**src/rtl/blk_align_pkg.sv**
```systemverilog
package blk_align_pkg;

  // control -> datapath strobes
  typedef struct packed {
    logic slip;
  } align_ctl_t;

  // datapath -> control header event
  typedef struct packed {
    logic done;
    logic hdrOk;
  } hdr_evt_t;

  typedef enum logic {
    ST_SEARCH = 1'b0,
    ST_LOCKED = 1'b1
  } align_state_t;

endpackage

```
**src/rtl/blk_shift_path.sv**
```systemverilog
module blk_shift_path
  import blk_align_pkg::*;
#(
  parameter int BLOCK_BITS = 66
) (
  input  logic                  clk,
  input  logic                  rst,
  input  logic                  lineBit,
  input  align_ctl_t            ctl,
  output logic [BLOCK_BITS-1:0] blockData,
  output logic                  blockValid,
  output hdr_evt_t              evt
);

  localparam int CNT_W = $clog2(BLOCK_BITS);
  localparam logic [CNT_W-1:0] CNT_LAST = CNT_W'(BLOCK_BITS - 1);

  logic [BLOCK_BITS-1:0] shiftReg;
  logic [CNT_W-1:0]      bitCnt;
  logic [BLOCK_BITS-1:0] nextWord;

  // newest bit enters at the top; after a full block bit 0 is the oldest
  assign nextWord = {lineBit, shiftReg[BLOCK_BITS-1:1]};

  always_ff @(posedge clk) begin
    if (rst) begin
      shiftReg   <= '0;
      bitCnt     <= '0;
      blockData  <= '0;
      blockValid <= 1'b0;
    end else begin
      shiftReg   <= nextWord;
      blockValid <= 1'b0;
      if (bitCnt == CNT_LAST) begin
        blockData  <= nextWord;
        blockValid <= 1'b1;
        bitCnt     <= '0;
      end else if (!ctl.slip) begin
        bitCnt <= bitCnt + CNT_W'(1);
      end
      // on slip the count holds one cycle: the boundary moves one bit later
    end
  end

  assign evt.done  = blockValid;
  assign evt.hdrOk = blockData[0] ^ blockData[1];

  // one strobe per block, never two in a row
  assert_single_strobe_R2: assert property (@(posedge clk) disable iff (rst)
    blockValid |=> !blockValid);

  // a slip arrives only with a fresh block and only at its first bit slot
  assert_slip_at_boundary_R3: assert property (@(posedge clk) disable iff (rst)
    ctl.slip |-> (blockValid && bitCnt == '0));

endmodule

```
**src/rtl/blk_lock_ctl.sv**
```systemverilog
module blk_lock_ctl
  import blk_align_pkg::*;
#(
  parameter int LOCK_COUNT = 64,
  parameter int WIN_BLOCKS = 64,
  parameter int BAD_LIMIT  = 16
) (
  input  logic       clk,
  input  logic       rst,
  input  hdr_evt_t   evt,
  output align_ctl_t ctl,
  output logic       locked,
  output logic       resyncReq
);

  localparam int GOOD_W = $clog2(LOCK_COUNT + 1);
  localparam int WIN_W  = $clog2(WIN_BLOCKS + 1);
  localparam int BAD_W  = $clog2(BAD_LIMIT + 1);
  localparam logic [GOOD_W-1:0] GOOD_LAST = GOOD_W'(LOCK_COUNT - 1);
  localparam logic [WIN_W-1:0]  WIN_LAST  = WIN_W'(WIN_BLOCKS - 1);
  localparam logic [BAD_W-1:0]  BAD_LAST  = BAD_W'(BAD_LIMIT - 1);

  align_state_t      state;
  logic [GOOD_W-1:0] goodCnt;
  logic [WIN_W-1:0]  winCnt;
  logic [BAD_W-1:0]  badCnt;

  always_comb begin
    ctl      = '0;
    ctl.slip = (state == ST_SEARCH) && evt.done && !evt.hdrOk;
  end

  always_ff @(posedge clk) begin
    if (rst) begin
      state     <= ST_SEARCH;
      goodCnt   <= '0;
      winCnt    <= '0;
      badCnt    <= '0;
      resyncReq <= 1'b0;
    end else begin
      resyncReq <= 1'b0;
      if (evt.done) begin
        case (state)
          ST_SEARCH: begin
            if (!evt.hdrOk) begin
              goodCnt <= '0;
            end else if (goodCnt == GOOD_LAST) begin
              state   <= ST_LOCKED;
              goodCnt <= '0;
              winCnt  <= '0;
              badCnt  <= '0;
            end else begin
              goodCnt <= goodCnt + GOOD_W'(1);
            end
          end
          ST_LOCKED: begin
            if (!evt.hdrOk && badCnt == BAD_LAST) begin
              state     <= ST_SEARCH;
              resyncReq <= 1'b1;
              goodCnt   <= '0;
            end else if (winCnt == WIN_LAST) begin
              winCnt <= '0;
              badCnt <= '0;
            end else begin
              winCnt <= winCnt + WIN_W'(1);
              if (!evt.hdrOk) badCnt <= badCnt + BAD_W'(1);
            end
          end
          default: state <= ST_SEARCH;
        endcase
      end
    end
  end

  assign locked = (state == ST_LOCKED);

  // lock only ever follows a block with a valid header
  assert_lock_on_valid_R4: assert property (@(posedge clk) disable iff (rst)
    $rose(locked) |-> $past(evt.done && evt.hdrOk));

  // no boundary movement while locked
  assert_no_slip_locked_R5: assert property (@(posedge clk) disable iff (rst)
    locked |-> !ctl.slip);

  // losing lock and the resync request go together
  assert_drop_with_resync_R7: assert property (@(posedge clk) disable iff (rst)
    $fell(locked) |-> resyncReq);

  // the request lasts one cycle and never coexists with lock
  assert_resync_pulse_R7: assert property (@(posedge clk) disable iff (rst)
    resyncReq |-> (!locked ##1 !resyncReq));

endmodule

```
**src/rtl/blk_aligner66.sv**
```systemverilog
module blk_aligner66
  import blk_align_pkg::*;
#(
  parameter int BLOCK_BITS = 66,
  parameter int LOCK_COUNT = 64,
  parameter int WIN_BLOCKS = 64,
  parameter int BAD_LIMIT  = 16
) (
  input  logic                  clk,
  input  logic                  rst,
  input  logic                  lineBit,
  output logic [BLOCK_BITS-1:0] blockData,
  output logic [1:0]            syncHdr,
  output logic                  blockValid,
  output logic                  locked,
  output logic                  resyncReq
);

  align_ctl_t ctl;
  hdr_evt_t   evt;

  blk_shift_path #(
    .BLOCK_BITS(BLOCK_BITS)
  ) u_path (
    .clk       (clk),
    .rst       (rst),
    .lineBit   (lineBit),
    .ctl       (ctl),
    .blockData (blockData),
    .blockValid(blockValid),
    .evt       (evt)
  );

  blk_lock_ctl #(
    .LOCK_COUNT(LOCK_COUNT),
    .WIN_BLOCKS(WIN_BLOCKS),
    .BAD_LIMIT (BAD_LIMIT)
  ) u_ctl (
    .clk      (clk),
    .rst      (rst),
    .evt      (evt),
    .ctl      (ctl),
    .locked   (locked),
    .resyncReq(resyncReq)
  );

  assign syncHdr = blockData[1:0];

endmodule

```
**config.mk**
```make
export PLATFORM = sky130hd
export DESIGN_NAME = blk_aligner66
export DESIGN_NICKNAME = d
export VERILOG_FILES = /design/src/rtl/blk_align_pkg.sv /design/src/rtl/blk_shift_path.sv /design/src/rtl/blk_lock_ctl.sv /design/src/rtl/blk_aligner66.sv
export SDC_FILE = /design/constraint.sdc
export NUM_CORES = 1
export LEC_CHECK = 0
export BUFFER_PORTS_ARGS = -buffer_cell sky130_fd_sc_hd__buf_2
export CAP_MARGIN = 40
export CELL_PAD_IN_SITES_DETAIL_PLACEMENT = 0
export CELL_PAD_IN_SITES_GLOBAL_PLACEMENT = 1
export CORE_UTILIZATION = 40
export CTS_BUF_LIST = sky130_fd_sc_hd__clkbuf_4 sky130_fd_sc_hd__clkbuf_8 sky130_fd_sc_hd__clkbuf_16
export DETAILED_ROUTE_END_ITERATION = 10
export PLACE_DENSITY_LB_ADDON = 0.1
export REMOVE_ABC_BUFFERS = 1
export SYNTH_ARGS = -nofsm -noshare
export SYNTH_HDL_FRONTEND = slang
export SYNTH_SLANG_ARGS = --single-unit
```
**constraint.sdc**
```tcl
create_clock -name clk -period 2.1 [get_ports clk]
set_input_delay 0.315 -clock clk [delete_from_list [all_inputs] [get_ports clk]]
set_output_delay 0.315 -clock clk [all_outputs]
set_load 0.005 [all_outputs]
```
==> results of run 1 <==
[cells in the mapped netlist (4+ instances only)]
master | number | area (sq um)
xnor2_1 | 6 | 52.6
o21ai_0 | 8 | 40.0
clkbuf_1 | 30 | 113
nand2_1 | 149 | 559
a22oi_1 | 4 | 30.0
inv_1 | 8 | 30.0
nand2b_1 | 11 | 68.8
o32ai_1 | 5 | 43.8
nor2b_1 | 67 | 419
ha_1 | 6 | 75.1
buf_2 | 7 | 35.0
nor2_1 | 12 | 45.0
dfxtp_1 | 160 | 3200
a21oi_1 | 75 | 375
a211oi_1 | 4 | 30.0
nand3_1 | 11 | 55.1
[worst max-delay path, stage by stage, from the launching register on]
cell and delay [ps]:
dfxtp_1 340, ha_1 220, and3_1 180, ha_1 260
a21o_2 300, or3b_1 410, o22ai_1 180
[state kept, by name (all words and copies together), names as in the netlist]
register,count
u_path.blockValid,1
u_ctl.locked,1
u_path.blockData,66
u_path.shiftReg,65
u_path.bitCnt,7
u_ctl.badCnt,5
u_ctl.resyncReq,1
u_ctl.goodCnt,7
u_ctl.winCnt,7
[power by group]
part	internal, mW	total (mW)	switching [mW]
registers	3.04	3.05	0.00581
clock network	1.95	3.13	1.18
logic	0.0186	0.0774	0.0588
total	5.01	6.25	1.24
[cells by family (layout without fill, tap and decap cells)]
logic type | after synthesis | in the layout | share of synthesized area (%)
fa+ha+maj | 6 | 6 | 1.35
buf+inv | 47 | 123 | 3.47
flops | 160 | 160 | 57.8
compound gates | 116 | 116 | 12.6
xor+xnor | 8 | 8 | 1.40
simple gates | 271 | 271 | 23.4
[final timing paths]
kind	to	slack, ps
worst max register to register	u_ctl.badCnt[0]	140
worst max-delay path	u_ctl.badCnt[0]	140
worst min-delay path	u_path.shiftReg[65]	130
worst min register to register	u_path.blockData[0]	450
[per-stage QoR]
stage | TNS, ps | util [%] | cells
6_report | 0 | 49.8 | 860
5_1_grt | 0 | 49.8 | 860
4_1_cts | 0 | 49.8 | 860
3_5_place_dp | 0 | 45.3 | 830
3_3_place_gp | 0 | 45.3 | 830
2_1_floorplan | -27900 | - | 569
[final cells by class]
type	instances	area, sq um
Timing Repair Buffer	85	470
Inverter	8	30.0
Tap cell	176	220
Clock buffer	22	469
Clock inverter	8	131
Sequential cell	160	3200
Multi-Input combinational cell	401	2150
Fill cell	1304	6720
[per-layer routing]
metal,routed length (microns),up-vias,GRT usage (%),part of all wire (%)
met5,0,-,0,0
li1,-,2139,-,-
met1,5260,1956,20.7,47
met4,185,0,8.67,1.7
met3,506,14,5.42,4.5
met2,5190,56,26.0,47
==> results.sh, run 1 <==
export IMPL_p_total_mw=6.25
export IMPL_numClockSinks=160
export IMPL_cap_viol_max_count=0
export IMPL_ant_nets=0
export IMPL_min_from="lineBit"
export IMPL_setup_viol=0
export IMPL_clockBufferDepth=2
export IMPL_endpoint_kind="flip-flop"
export IMPL_syn_area_per_cell_sq_um=9.12
export IMPL_ios=74
export IMPL_dr_pass1_iters=4
export IMPL_critPathLaunchType="flip-flop"
export IMPL_drive_gt1_share_pct=18.3
export IMPL_vdd_drop_max_uv=495
export IMPL_wire_per_inst_microns=13.0
export IMPL_start_util_pct=41.4
export IMPL_final_cell_mix="dfxtp_1 (160), nand2_1 (149), a21oi_1 (75), buf_2 (72), nor2b_1 (67)"
export IMPL_pwr_density_cell_nw_per_um2=937
export IMPL_clock_latency_ps=420
export IMPL_via_per_inst=4.84
export IMPL_clock_root_buffer="clkbuf_16"
export IMPL_hold_buffers=0
export IMPL_yosysWarnings=0
export IMPL_placed_area_sq_um=6070
export IMPL_antenna_found_initial=0
export IMPL_cts_resized=0
export IMPL_dr_total_vias=4165
export IMPL_drtIter0Drc=241
export IMPL_worstRegToRegCells=6
export IMPL_die_height_microns=120
export IMPL_grt_pass1_wl_microns=18800
export IMPL_synth_async_reset_ratio_pct=0
export IMPL_cts_buffers=17
export IMPL_syn_inst=608
export IMPL_clock_skew_ps=5.45
export IMPL_ys_ff_latch=160
export IMPL_grt_max_degree=66
export IMPL_path_class="flip-flop to flip-flop"
export IMPL_hp_class="primary input to flip-flop"
export IMPL_synth_area_sq_um=5550
export IMPL_fp_dieW_microns=120
export IMPL_rsz0062_at_grt="false"
export IMPL_relSlewSlack_pct=58.1
export IMPL_pre_cts_ws_ps=113
export IMPL_post_route_period_util_pct=93.6
export IMPL_hold_depth=2
export IMPL_htreeDepth=4
export IMPL_drc=0
export IMPL_overflow=0
export IMPL_fmax_mhz=509
export IMPL_wl_microns=11100
export IMPL_finish_instance_area_sq_um=6680
export IMPL_whs_ps=127
export IMPL_power_leakage_nw=2.56
export IMPL_antenna_cells=0
export IMPL_startpoint="u_ctl.badCnt[0]"
export IMPL_regToRegStartpoint="u_ctl.badCnt[0]"
export IMPL_ys_flop_type="dfxtp_1"
export IMPL_crit_arrival_ps=2310
export IMPL_cts_tree="built"
export IMPL_finalWorstSetupSlack_ps=135
export IMPL_ys_seq_area_share_pct=57.8
export IMPL_cp_max_fo=12
export IMPL_core_area_sq_um=13400
export IMPL_synth_edf_count=0
export IMPL_dieArea_sq_um=14300
export IMPL_status="complete, no violations"
export IMPL_period_needed_ps=1960
export IMPL_grt_pass1_vias=4019
export IMPL_clk_pin_slew_worst_paths_ps=60
export IMPL_ys_types=45
export IMPL_rows=42
export IMPL_nNetsFinal=682
export IMPL_io_buffer_count=73
export IMPL_area_growth_pct=20.4
export IMPL_routabilityCongestion=0.769
export IMPL_final_hold_violation_count=0
export IMPL_grt_use_total_pct=16.8
export IMPL_final_common_cell="dfxtp_1"
export IMPL_postCtsSetupRepairBufs=0
export IMPL_hpwl_microns=6940
export IMPL_worst_pin_slew_ps=629
export IMPL_worst_endpoint_required_ps=2440
export IMPL_final_max_slew_viol_count=0
Power figures use the tool's default switching activity.
==> inputs of run 2 (changes only) <==
CORE_UTILIZATION = 30   (was 40)
==> run 2 against run 1 <==
- clock power rose by 6%
- cell count rose by 6.4%
- design area rose by 2.3%
- first-iteration DRC count fell by 38%
- non-clock buffer count did not move
- hold slack got worse by 9.6 ps
- critical path type unchanged
- critical endpoint is now u_ctl.badCnt[3]
- largest power group unchanged
==> results.sh, run 2 (synthesis gave the netlist of run 1 again) <==
export IMPL_grt_pass1_wl_microns=19000
export IMPL_regToRegStartpoint="u_ctl.badCnt[0]"
export IMPL_antenna_cells=0
export IMPL_path_cells="ha_1, and3_1, ha_1, a21boi_2, o21ai_0, o32ai_1"
export IMPL_drc=0
export IMPL_cp_max_fo=7
export IMPL_wl_microns=11600
export IMPL_setup_viol=0
export IMPL_clock_latency_ps=420
export IMPL_cap_viol_max_count=0
export IMPL_fin_tns_setup_ps=0
export IMPL_cp_common_cell="ha_1"
export IMPL_overflow=0
export IMPL_critPathLaunchType="flip-flop"
export IMPL_endpoint_kind="flip-flop"
export IMPL_final_max_slew_viol_count=0
export IMPL_comb_power_share_pct=1.3
export IMPL_rsz0062_at_grt="false"
export IMPL_largest_reg_flops=66
export IMPL_post_route_period_util_pct=93.4
export IMPL_cts_buffers=17
export IMPL_hpwl_microns=7450
export IMPL_worst_endpoint_required_ps=2410
export IMPL_largest_register="u_path.blockData"
export IMPL_wire_per_inst_microns=12.7
export IMPL_dr_total_vias=4165
export IMPL_regArea_sq_um=3200
export IMPL_fmax_mhz=510
export IMPL_top_layer="met4"
export IMPL_cts_tree="built"
export IMPL_pre_cts_ws_ps=113
export IMPL_path_delay_family="compound AO/OA/AOI/OAI gates"
export IMPL_power_leakage_nw=2.58
export IMPL_worst_pin_slew_ps=597
export IMPL_critical_path_slowest_cell="o32ai_1"
export IMPL_path_buf_inv=0
export IMPL_reg_largest_list="u_path.blockData: 66 flops, u_path.shiftReg: 65 flops"
export IMPL_crit_arrival_ps=2280
export IMPL_nNetsFinal=682
export IMPL_pwr_density_cell_nw_per_um2=944
export IMPL_numClockSinks=160
export IMPL_min_from="lineBit"
export IMPL_holdPathEnd="u_path.shiftReg[65]"
export IMPL_startpoint="u_ctl.badCnt[0]"
export IMPL_htreeDepth=4
export IMPL_power_switching_share_pct=20.1
export IMPL_hp_class="primary input to flip-flop"
export IMPL_dr_pass1_iters=4
export IMPL_clk_pin_slew_worst_paths_ps=60
export IMPL_power_frac_clock_pct=51.5
export IMPL_p_switching_mw=1.30
export IMPL_core_area_sq_um=18000
export IMPL_relSlewSlack_pct=59.2
export IMPL_sequentialPowerShare_pct=47.3
export IMPL_antenna_found_initial=0
export IMPL_wl_met1_microns=5630
export IMPL_die_height_microns=138
export IMPL_rows=49
export IMPL_clock_skew_ps=7.17
export IMPL_period_needed_ps=1960
export IMPL_final_hold_violation_count=0
export IMPL_drive_gt1_share_pct=18.5
export IMPL_hold_depth=2
export IMPL_p_total_mw=6.45
export IMPL_area_growth_pct=23.1
export IMPL_grt_use_total_pct=13.0
export IMPL_clock_root_buffer="clkbuf_16"
export IMPL_status="complete, no violations"
export IMPL_fill_cells=1899
export IMPL_p_int_mw=5.15
export IMPL_grt_max_degree=87
export IMPL_via_per_inst=4.55
export IMPL_vdd_drop_max_uv=582
export IMPL_routed_wl_met2_microns=5170
export IMPL_multi_input_area_sq_um=2150
export IMPL_dieArea_sq_um=19000
export IMPL_reg2reg_slack_ps=140
export IMPL_final_common_cell="dfxtp_1"
export IMPL_met3_length_microns=587
export IMPL_start_util_pct=30.8
export IMPL_final_cell_mix="dfxtp_1 (160), nand2_1 (149), a21oi_1 (75), buf_2 (72), nor2b_1 (67)"
export IMPL_io_buffer_count=73
export IMPL_path_class="flip-flop to flip-flop"
export IMPL_ant_nets=0
export IMPL_fp_dieW_microns=138
export IMPL_finalWorstSetupSlack_ps=138
export IMPL_ios=74
export IMPL_clockBufferDepth=2
export IMPL_routabilityCongestion=0.776
export IMPL_slowest_delay_ps=340
export IMPL_grt_pass1_vias=3907
export IMPL_worstRegToRegCells=6
export IMPL_drtIter0Drc=150
export IMPL_regToRegEndpoint="u_ctl.badCnt[3]"
## run 2: per-layer routing
layer | global-route usage [%] | vias to the layer above
met3 | 4.53 | 16
met4 | 5.80 | 0
met5 | 0 | -
met1 | 16.5 | 1946
li1 | - | 2144
met2 | 19.8 | 59
## run 2: area by class of cell
cell class,instances,share of cell area [%]
flip-flops and latches,160,46.9
multi-input cells,401,31.5
well taps,229,4.20
clock buffers,20,6.84
clock inverters,12,2.66
repair buffers,85,7.44
inverters,8,0.440
## run 2: worst max-delay path by stage
stage / cells after the start / endpoint / slack (ps)
2_1_floorplan: 5 / u_path.bitCnt[0] / -660
3_5_place_dp: 6 / u_ctl.badCnt[0] / 110
4_1_cts: 6 / u_ctl.badCnt[0] / 100
3_3_place_gp: 6 / u_ctl.badCnt[0] / 180
5_1_grt: 6 / u_path.blockData[5] / 50
6_report: 6 / u_ctl.badCnt[3] / 140
## run 2: power groups by stage
stage | registers, mW | clock network, mW | logic, mW
6_report | 3.05 | 3.32 | 0.0811
5_1_grt | 3.05 | 3.56 | 0.0911
4_1_cts | 3.05 | 3.42 | 0.0840
3_5_place_dp | 3.12 | 0 | 0.0838
3_3_place_gp | 3.12 | 0 | 0.0815
2_1_floorplan | 3.11 | 0 | 0.0206
## run 2: per-stage QoR
stage	hold slack (ps)	area [sq um]	instances	util (%)
2_1_floorplan	384	5380	569	-
3_3_place_gp	437	6180	883	34.3
3_5_place_dp	440	6180	883	34.3
4_1_cts	102	6830	915	37.9
5_1_grt	111	6830	915	37.9
6_report	118	6830	915	37.9
## run 2: repair_timing
| item | in CTS | in global routing |
|---|---|---|
| gates resized for setup | 0 | 1 |
| setup buffers | 0 | 0 |
| setup endpoints to repair | 0 | 1 |
| hold buffers | 0 | 0 |
